===== src/rtl/pwm_aq_pkg.sv =====
package pwm_aq_pkg;

    // 2-bit reaction to a counter event
    typedef enum logic [1:0] {
        ACT_NONE   = 2'd0,
        ACT_LOW    = 2'd1,
        ACT_HIGH   = 2'd2,
        ACT_TOGGLE = 2'd3
    } act_e;

    // when a shadow copy moves into the active compare
    typedef enum logic [1:0] {
        LD_ZERO   = 2'd0,
        LD_PERIOD = 2'd1,
        LD_EITHER = 2'd2,
        LD_FROZEN = 2'd3
    } load_e;

    // continuous software force per output
    typedef enum logic [1:0] {
        FRC_OFF  = 2'd0,
        FRC_LOW  = 2'd1,
        FRC_HIGH = 2'd2,
        FRC_RSVD = 2'd3
    } force_e;

    localparam int CTL_W   = 16;
    localparam int NUM_OUT = 2;
    localparam int FRC_W   = 2 * NUM_OUT;

    // action word field offsets (decoded by the channel logic)
    localparam int ZRO_LSB = 0;
    localparam int CAU_LSB = 4;
    localparam int CBU_LSB = 8;

    // compare configuration field offsets
    localparam int LDA_LSB = 0;
    localparam int LDB_LSB = 2;
    localparam int SHA_BIT = 4;
    localparam int SHB_BIT = 6;

    function automatic logic apply_act(input act_e a, input logic cur);
        case (a)
            ACT_LOW:    return 1'b0;
            ACT_HIGH:   return 1'b1;
            ACT_TOGGLE: return ~cur;
            default:    return cur;
        endcase
    endfunction

endpackage


===== src/rtl/pwm_cmp_unit.sv =====
module pwm_cmp_unit
    import pwm_aq_pkg::*;
#(
    parameter int CNT_W = 16
) (
    input  logic             clk,
    input  logic             rst_n,
    input  logic             shadow_mode,
    input  logic [1:0]       load_sel,
    input  logic             wr_en,
    input  logic [CNT_W-1:0] wr_val,
    input  logic             zero_evt,
    input  logic             prd_evt,
    input  logic             dir_up,
    input  logic [CNT_W-1:0] cnt,
    output logic             up_match
);

    typedef struct packed {
        logic [CNT_W-1:0] active;
        logic [CNT_W-1:0] shadow;
    } cmp_st_t;

    cmp_st_t st_d, st_q;
    logic    load_now;

    always_comb begin
        st_d = st_q;
        case (load_e'(load_sel))
            LD_ZERO:   load_now = zero_evt;
            LD_PERIOD: load_now = prd_evt;
            LD_EITHER: load_now = zero_evt | prd_evt;
            default:   load_now = 1'b0;
        endcase
        if (shadow_mode) begin
            if (load_now) st_d.active = st_q.shadow;
            if (wr_en)    st_d.shadow = wr_val;
        end else if (wr_en) begin
            st_d.active = wr_val;
            st_d.shadow = wr_val;
        end
        up_match = dir_up && (cnt == st_q.active);
    end

    always_ff @(posedge clk or negedge rst_n) begin
        if (!rst_n) st_q <= '0;
        else        st_q <= st_d;
    end

    // immediate write reaches the active compare on its own edge
    p_imm_write_r6: assert property (@(posedge clk) disable iff (!rst_n)
        (wr_en && !shadow_mode) |=> (st_q.active == $past(wr_val)));

    // frozen shadow never disturbs the active compare
    p_frozen_hold_r7: assert property (@(posedge clk) disable iff (!rst_n)
        (shadow_mode && load_sel == 2'd3) |=> $stable(st_q.active));

    // shadowed unit without any strobe keeps its active compare
    p_no_strobe_hold_r7: assert property (@(posedge clk) disable iff (!rst_n)
        (shadow_mode && !zero_evt && !prd_evt) |=> $stable(st_q.active));

endmodule


===== src/rtl/pwm_aq_channel.sv =====
module pwm_aq_channel
    import pwm_aq_pkg::*;
(
    input  logic       clk,
    input  logic       rst_n,
    input  logic [1:0] act_zero,
    input  logic [1:0] act_ca,
    input  logic [1:0] act_cb,
    input  logic [1:0] force_code,
    input  logic       zero_evt,
    input  logic       ca_match,
    input  logic       cb_match,
    output logic       level
);

    typedef struct packed {
        logic lvl;
    } ch_st_t;

    ch_st_t st_d, st_q;
    act_e   pick;

    always_comb begin
        st_d = st_q;
        // lowest priority first, higher ones overwrite
        pick = ACT_NONE;
        if (zero_evt && act_e'(act_zero) != ACT_NONE) pick = act_e'(act_zero);
        if (ca_match && act_e'(act_ca)   != ACT_NONE) pick = act_e'(act_ca);
        if (cb_match && act_e'(act_cb)   != ACT_NONE) pick = act_e'(act_cb);
        case (force_e'(force_code))
            FRC_LOW:  st_d.lvl = 1'b0;
            FRC_HIGH: st_d.lvl = 1'b1;
            default:  st_d.lvl = apply_act(pick, st_q.lvl);
        endcase
    end

    always_ff @(posedge clk or negedge rst_n) begin
        if (!rst_n) st_q <= '0;
        else        st_q <= st_d;
    end

    assign level = st_q.lvl;

    p_force_low_r8: assert property (@(posedge clk) disable iff (!rst_n)
        (force_code == 2'd1) |=> !level);

    p_force_high_r8: assert property (@(posedge clk) disable iff (!rst_n)
        (force_code == 2'd2) |=> level);

    p_idle_hold_r2: assert property (@(posedge clk) disable iff (!rst_n)
        (!zero_evt && !ca_match && !cb_match && force_code != 2'd1 && force_code != 2'd2)
        |=> $stable(level));

    p_cmp_beats_zero_r5: assert property (@(posedge clk) disable iff (!rst_n)
        (zero_evt && act_zero == 2'd2 && ca_match && act_ca == 2'd1 && !cb_match
         && force_code != 2'd1 && force_code != 2'd2) |=> !level);

endmodule


===== src/rtl/pwm_aq_top.sv =====
module pwm_aq_top
    import pwm_aq_pkg::*;
#(
    parameter int CNT_W = 16
) (
    input  logic             clk,
    input  logic             rst_n,
    input  logic [CNT_W-1:0] tb_cnt,
    input  logic             evt_zero,
    input  logic             evt_period,
    input  logic             cnt_up,
    input  logic             cmpa_wr,
    input  logic [CNT_W-1:0] cmpa_val,
    input  logic             cmpb_wr,
    input  logic [CNT_W-1:0] cmpb_val,
    input  logic [CTL_W-1:0] cmp_cfg,
    input  logic [CTL_W-1:0] act_cfg_a,
    input  logic [CTL_W-1:0] act_cfg_b,
    input  logic [FRC_W-1:0] sw_force,
    output logic             pwm_a,
    output logic             pwm_b
);

    logic [NUM_OUT-1:0] wr_v;
    logic [CNT_W-1:0]   val_v [NUM_OUT];
    logic [CTL_W-1:0]   act_v [NUM_OUT];
    logic [NUM_OUT-1:0] match_up;
    logic [NUM_OUT-1:0] pwm_v;
    logic               ctl_unused;

    assign wr_v     = {cmpb_wr, cmpa_wr};
    assign val_v[0] = cmpa_val;
    assign val_v[1] = cmpb_val;
    assign act_v[0] = act_cfg_a;
    assign act_v[1] = act_cfg_b;

    assign ctl_unused = ^{cmp_cfg[CTL_W-1:SHB_BIT+1], cmp_cfg[SHA_BIT+1],
                          act_cfg_a[CTL_W-1:CBU_LSB+2], act_cfg_a[CAU_LSB+3:CAU_LSB+2],
                          act_cfg_a[ZRO_LSB+3:ZRO_LSB+2],
                          act_cfg_b[CTL_W-1:CBU_LSB+2], act_cfg_b[CAU_LSB+3:CAU_LSB+2],
                          act_cfg_b[ZRO_LSB+3:ZRO_LSB+2]};

    for (genvar g = 0; g < NUM_OUT; g++) begin : g_cmp
        localparam int MB = (g == 0) ? SHA_BIT : SHB_BIT;
        localparam int SL = (g == 0) ? LDA_LSB : LDB_LSB;
        pwm_cmp_unit #(.CNT_W(CNT_W)) u_cmp (
            .clk         (clk),
            .rst_n       (rst_n),
            .shadow_mode (cmp_cfg[MB]),
            .load_sel    (cmp_cfg[SL +: 2]),
            .wr_en       (wr_v[g]),
            .wr_val      (val_v[g]),
            .zero_evt    (evt_zero),
            .prd_evt     (evt_period),
            .dir_up      (cnt_up),
            .cnt         (tb_cnt),
            .up_match    (match_up[g])
        );
    end

    for (genvar g = 0; g < NUM_OUT; g++) begin : g_ch
        pwm_aq_channel u_ch (
            .clk        (clk),
            .rst_n      (rst_n),
            .act_zero   (act_v[g][ZRO_LSB +: 2]),
            .act_ca     (act_v[g][CAU_LSB +: 2]),
            .act_cb     (act_v[g][CBU_LSB +: 2]),
            .force_code (sw_force[2*g +: 2]),
            .zero_evt   (evt_zero),
            .ca_match   (match_up[0]),
            .cb_match   (match_up[1]),
            .level      (pwm_v[g])
        );
    end

    assign pwm_a = pwm_v[0];
    assign pwm_b = pwm_v[1];

    // compare B outranks compare A on a shared output
    p_cb_beats_ca_r5: assert property (@(posedge clk) disable iff (!rst_n)
        (match_up[0] && match_up[1] && act_cfg_a[CAU_LSB +: 2] == 2'd2
         && act_cfg_a[CBU_LSB +: 2] == 2'd1 && sw_force[1:0] != 2'd1
         && sw_force[1:0] != 2'd2) |=> !pwm_a);

    // a down-counting cycle with no zero strobe and no force leaves A alone
    p_down_no_cmp_r4: assert property (@(posedge clk) disable iff (!rst_n)
        (!cnt_up && !evt_zero && sw_force[1:0] != 2'd1 && sw_force[1:0] != 2'd2)
        |=> $stable(pwm_a));

endmodule


===== config.mk =====
export PLATFORM = sky130hd
export DESIGN_NAME = pwm_aq_top
export DESIGN_NICKNAME = d
export VERILOG_FILES = /design/src/rtl/pwm_aq_pkg.sv /design/src/rtl/pwm_cmp_unit.sv /design/src/rtl/pwm_aq_channel.sv /design/src/rtl/pwm_aq_top.sv
export SDC_FILE = /design/constraint.sdc
export NUM_CORES = 1
export LEC_CHECK = 0
export CAP_MARGIN = 20
export CORE_MARGIN = 2
export CORE_UTILIZATION = 35
export CTS_CLUSTER_DIAMETER = 30
export CTS_CLUSTER_SIZE = 28
export DETAILED_ROUTE_END_ITERATION = 16
export REMOVE_ABC_BUFFERS = 1
export SLEW_MARGIN = 0
export SYNTH_ARGS = -nofsm -noshare
export SYNTH_HDL_FRONTEND = slang
export SYNTH_SLANG_ARGS = --single-unit

===== constraint.sdc =====
create_clock -name clk -period 3.4 [get_ports clk]
set_input_delay 0.68 -clock clk [delete_from_list [all_inputs] [get_ports clk]]
set_output_delay 0.68 -clock clk [all_outputs]
set_load 0.01 [all_outputs]

Yosys cells after proc, flatten, opt, wreduce, memory -nomap -nowiden
Cells that the tools add are included.
Operators by class
  magnitude comparators: 0
  bitwise logic cells: 3
  add/subtract/negate cells: 0
  reduce and logical (&&, ||, !) cells: 22
  eq/ne operators: 18
  mux-type cells: 20
  div/mod/pow operators: 0
  multipliers: 0
  shift-type cells: 0
Operator list (number)
  $mux 32: 4
  $mux 16: 4
  $eq 16x16->1: 2
  $eq 2x2->1 const B: 8
  $reduce_bool 2->1: 8
  $eq 2x1->1 const B: 6
  $mux 2: 6
  $pmux 1 s3: 4
  $reduce_bool 5->1: 2
  $logic_and 1x1->1: 8
  $logic_not 2->1: 2
  $ne 2x1->1 const B: 2
  $pmux 1 s2: 2
  $reduce_and 2->1: 2
  $not 1->1: 2
  $or 1x1->1: 1
Word-level totals
  memories: 0
  output and inout port bits: 2
  latch bits: 0
  logic and storage cells: 69
  bits in registers: 66
  memory bits (writable): 0
  input port bits: 107
  ROM bits: 0

Longest topological paths before layout
  depth in word-level cells: 8
  depth in mapped cells: 10
  gate-level depth less buffers: 10

Hierarchy
Synthesis repeated with hierarchy kept, for this count alone.
Unflattened totals
  cell total of the unflattened synthesis: 252
  area total of the unflattened synthesis: 3513.4 um2
Modules (own cells, without submodules)
  pwm_cmp_unit: seq. area each 800.8 um2, area an instance 1650.3 um2, cells an instance 112, times used 2
  pwm_aq_channel: seq. area each 25.0 um2, area an instance 106.4 um2, cells an instance 14, times used 2

Least setup slack after synthesis
No wires, ideal clock.
  path kind: input-to-reg
  start: input port tb_cnt[8]
  end: register g_ch[0].u_ch.st_q
  path slack: 998 ps
  data required time: 3277 ps
  path buffers: 0
  arrival: 2279 ps
  library setup time: 123 ps
  stages on the path: 10
  path through: xnor2_1 -> nand4_1 -> nor4_4 -> a32oi_1 -> a2bb2oi_1 -> ha_1 -> o21ai_0 -> nand2_1 -> nand2_1 -> nand2_1
Between the ends
  word-level cells in the longest chain between the ends: 8
  elaborated cells between the ends (all ways): 14
  classes of those cells: eq/ne: 5; mux: 4; reduce/logical: 5
Ends and longest elaborated chain
  start: declaration: RTL line pwm_aq_top.sv:8  | input logic [CNT_W-1:0] tb_cnt,
  $eq 16x16->1: RTL line pwm_cmp_unit.sv:42  | up_match = dir_up && (cnt == st_q.active);
  $logic_and 1x1->1: RTL line pwm_cmp_unit.sv:42
  $logic_and 1x1->1: RTL line pwm_aq_channel.sv:28  | if (ca_match && act_e'(act_ca) != ACT_NONE) pick = act_e'(act_ca);
  $mux 2: RTL line pwm_aq_channel.sv:28
  $mux 2 *: RTL line pwm_aq_channel.sv:29  | if (cb_match && act_e'(act_cb) != ACT_NONE) pick = act_e'(act_cb);
  $eq 2x2->1 or $eq 2x1->1 (tied branches): RTL line pwm_aq_pkg.sv:43  | case (a)
  $pmux 1 s3: RTL line pwm_aq_pkg.sv:43
  $pmux 1 s2: RTL line pwm_aq_channel.sv:30  | case (force_e'(force_code))
  end signal: assignment: RTL line pwm_aq_channel.sv:39  | else st_q <= st_d;
  end: declaration: RTL line pwm_aq_channel.sv:20  | ch_st_t st_d, st_q;
Every way passes the cells marked *; elsewhere a longest branch is shown, timed or not.
A chain may end at the register's enable or synchronous reset.

Worst setup path after layout
  start: input port tb_cnt[11]
  end: register g_ch[0].u_ch.st_q
The elaborated chain is that of the path after synthesis.

==> flow_metrics.py <==
metrics = {
    "outcome": {
        "status": "finished clean",
    },
    "finish": {
        "area_growth_pct": 32.31,
        "n_antenna_cell": 0,
        "nNetsFinal": 512,
        "layout-drive-gt1-share_pct": 16.46,
        "final_cells": 534,
        "n_fill_cell": 932,
        "finalInstanceArea_sq_um": 4617,
    },
    "sta": {
        "fmax_mhz": 355.2,
        "slew_headroom_pct": 49.06,
        "finClkSkew_ps": 11.80,
        "rsz0062_at_grt": "no",
        "drv_slew": 0,
        "fin_ws_ps": 585.0,
        "tightest_slew_ps": 764.1,
        "period_share_pct": 82.79,
        "finalHoldViolCount": 0,
        "tns_ps": 0,
        "setup_violations": 0,
        "fin_crit_ps": 2815,
    },
    "yosys": {
        "synth.distinct_cells": 25,
        "syn_avg_cell_area_sq_um": 11.11,
        "synthCells": 314,
        "ys_warn_count": 0,
        "ys_ff_latch": 66,
        "ys_seq_area_share_pct": 47.33,
        "netlist_area_sq_um": 3490,
    },
    "global_routing": {
        "grt_pass1_vias": 2771,
        "grt_max_degree": 36,
        "grt_pass1_wl_um": 13150,
        "grt.total_usage_pct": 15.43,
        "overflow": 0,
        "antenna_found_initial": 0,
    },
    "floorplanning": {
        "initial_core_util_pct": 35.87,
        "pin_count": 109,
        "core_area_sq_um": 9729,
        "die_w_um": 103.9,
        "floorplan.die.height_um": 103.9,
        "row_count": 36,
        "die_area_sq_um": 10780,
    },
    "cts": {
        "htreeDepth": 3,
        "cts_sinks": 66,
        "ctsResizeCount": 0,
        "clock_latency_ps": 330,
        "cts-hold-fix-buffers": 0,
        "cts_buffers": 9,
        "clk_pin_slew_ps": 70,
        "tritoncts": "built",
        "clock-root-buffer": "clkbuf_8",
        "post_cts_buffers": 0,
        "clock_path_buffers": 2,
    },
    "setup_path": {
        "ff2ff_path_depth": 11,
        "cp.arrival_ps": 3040,
        "r2r-end": "g_ch[0].u_ch.level$_DFFE_PN0P_",
        "crit_path_end_kind": "register",
        "r2r_start": "g_cmp[0].u_cmp.st_q[18]$_DFFE_PN0P_",
        "required_ps": 3620,
        "path_max_fanout": 8,
        "reg2reg_setup_slack_ps": 1050,
        "worstSetupPathType": "in2reg",
        "cp-start-kind": "input port",
    },
    "pwr": {
        "leakagePower_uw": 0.001952,
        "finalPower_uw": 1976,
        "ir_drop_mv": 0.2085,
        "powerDensity_nw_per_um2": 428.0,
    },
    "place": {
        "dpl_cell_area_sq_um": 4447,
        "hpwl_um": 5988,
        "dp_slack_ps": 239.7,
        "gp_congestion": 0.7685,
        "dp_cells": 519,
        "io_buffers": 78,
    },
    "route": {
        "drt_wl_total_um": 7765,
        "drtAntennaViolNets": 0,
        "route.detailed.drc": 0,
        "first_pass_iters": 4,
        "drt_iter0_markers": 144,
        "route.vias.total": 2573,
        "via_per_inst": 4.818,
        "wl_per_cell_um": 14.54,
    },
    "hold_path": {
        "hold_path.class": "in2async",
    },
    "run": {
        "maxCapViolCount": 0,
    },
}
[synth_stat cells (all sizes together)]
cell / number / area share [%]
o2bb2ai: 2 / 0.50
mux2: 32 / 10
a31o: 4 / 1.0
buf: 10 / 1.4
nand3b: 2 / 0.43
inv: 8 / 0.86
nor3: 4 / 0.86
clkbuf: 4 / 0.43
a32oi: 4 / 1.0
ha: 8 / 2.9
nand2: 46 / 4.9
nand3: 1 / 0.14
nand4: 6 / 1.1
xor2: 5 / 1.3
nor2: 2 / 0.22
mux2i: 34 / 9.8
nor4: 3 / 0.97
o21ai: 38 / 5.4
dfrtp: 66 / 47
a2bb2oi: 4 / 1.4
xnor2: 29 / 7.3
a22o: 2 / 0.50
[cell type report]
type | count | area, sq um | share of cell area (%)
clock inverter | 3 | 15.01 | 0.3252
sequential | 66 | 1652 | 35.77
inverter | 8 | 30.03 | 0.6504
clock buffer | 12 | 155.1 | 3.360
timing repair buffer | 86 | 848.3 | 18.37
tap | 133 | 166.4 | 3.604
multi-input combinational | 226 | 1750 | 37.91
[cells in the final DEF (no fill, tap or decap), drive strengths merged, types with 2 or more instances in the layout]
cell           instances
o21ai                 38
mux2                  32
mux2i                 34
xor2                   5
clkinv                 3
inv                    8
o2bb2ai                2
buf                    9
nor4                   3
dfrtp                 66
nor3                   4
clkdlybuf4s50         77
a2bb2oi                4
nand3b                 2
nand2                 46
a22o                   2
clkbuf                12
xnor2                 29
ha                     8
a32oi                  4
nand4                  6
nor2                   2
a31o                   4
[how the worst max path moves through the flow]
stage	slack [ps]	from	end	depth (start not counted)
after floorplan	940	cmp_cfg[0]	g_cmp[0].u_cmp.st_q[16]$_DFFE_PN0P_	4
after global placement	330	tb_cnt[11]	g_ch[1].u_ch.level$_DFFE_PN0P_	12
after detailed placement	240	tb_cnt[11]	g_ch[0].u_ch.level$_DFFE_PN0P_	12
after CTS	600	tb_cnt[11]	g_ch[0].u_ch.level$_DFFE_PN0P_	12
after global routing	340	tb_cnt[11]	g_ch[0].u_ch.level$_DFFE_PN0P_	11
final	580	tb_cnt[11]	g_ch[0].u_ch.level$_DFFE_PN0P_	12
[flip-flops by register name, summed over array words and instances, names as in the netlist]
signal / flops
g_ch.u_ch.level: 2
g_cmp.u_cmp.st_q: 64
[stage by stage]
stage          hold WS (ps)  util (%)
6_report              416.7     47.45
5_1_grt               485.3     47.45
4_1_cts               436.7     47.45
3_5_place_dp          494.6     45.70
3_3_place_gp          486.2     45.70
2_1_floorplan         384.4         -
[per-layer routing]
layer	routed length, um	GRT usage (%)	part of all wire (%)
met1	3697	20.78	48
met2	3522	24.48	45
met3	486	3.822	6.3
met4	59	4.923	0.76
met5	0	0	0
[critical path: stages]
cell and delay (ps):
clkdlybuf4s50_1 540, xnor2_1 140, nand4_1 180, nor4_4 290, buf_4 190, a32oi_1 100
a2bb2oi_1 250, ha_1 290, o21ai_0 170, nand2_1 80, nand2_1 70, nand2_1 50
[where the power goes]
group / internal, uW / switching (uW)
logic: 245 / 184
clock network: 297 / 284
registers: 895 / 71.4
total: 1440 / 539
[cells by family after synthesis]
logic type	Yosys count	share of synthesized area, %
xor+xnor	34	8.533
buf+inv	22	2.725
mux	66	20.08
flops	66	47.33
simple gates	64	8.641
compound gates	54	9.824
fa+ha+maj	8	2.869
Note: power is estimated with default switching activity, not from simulation.
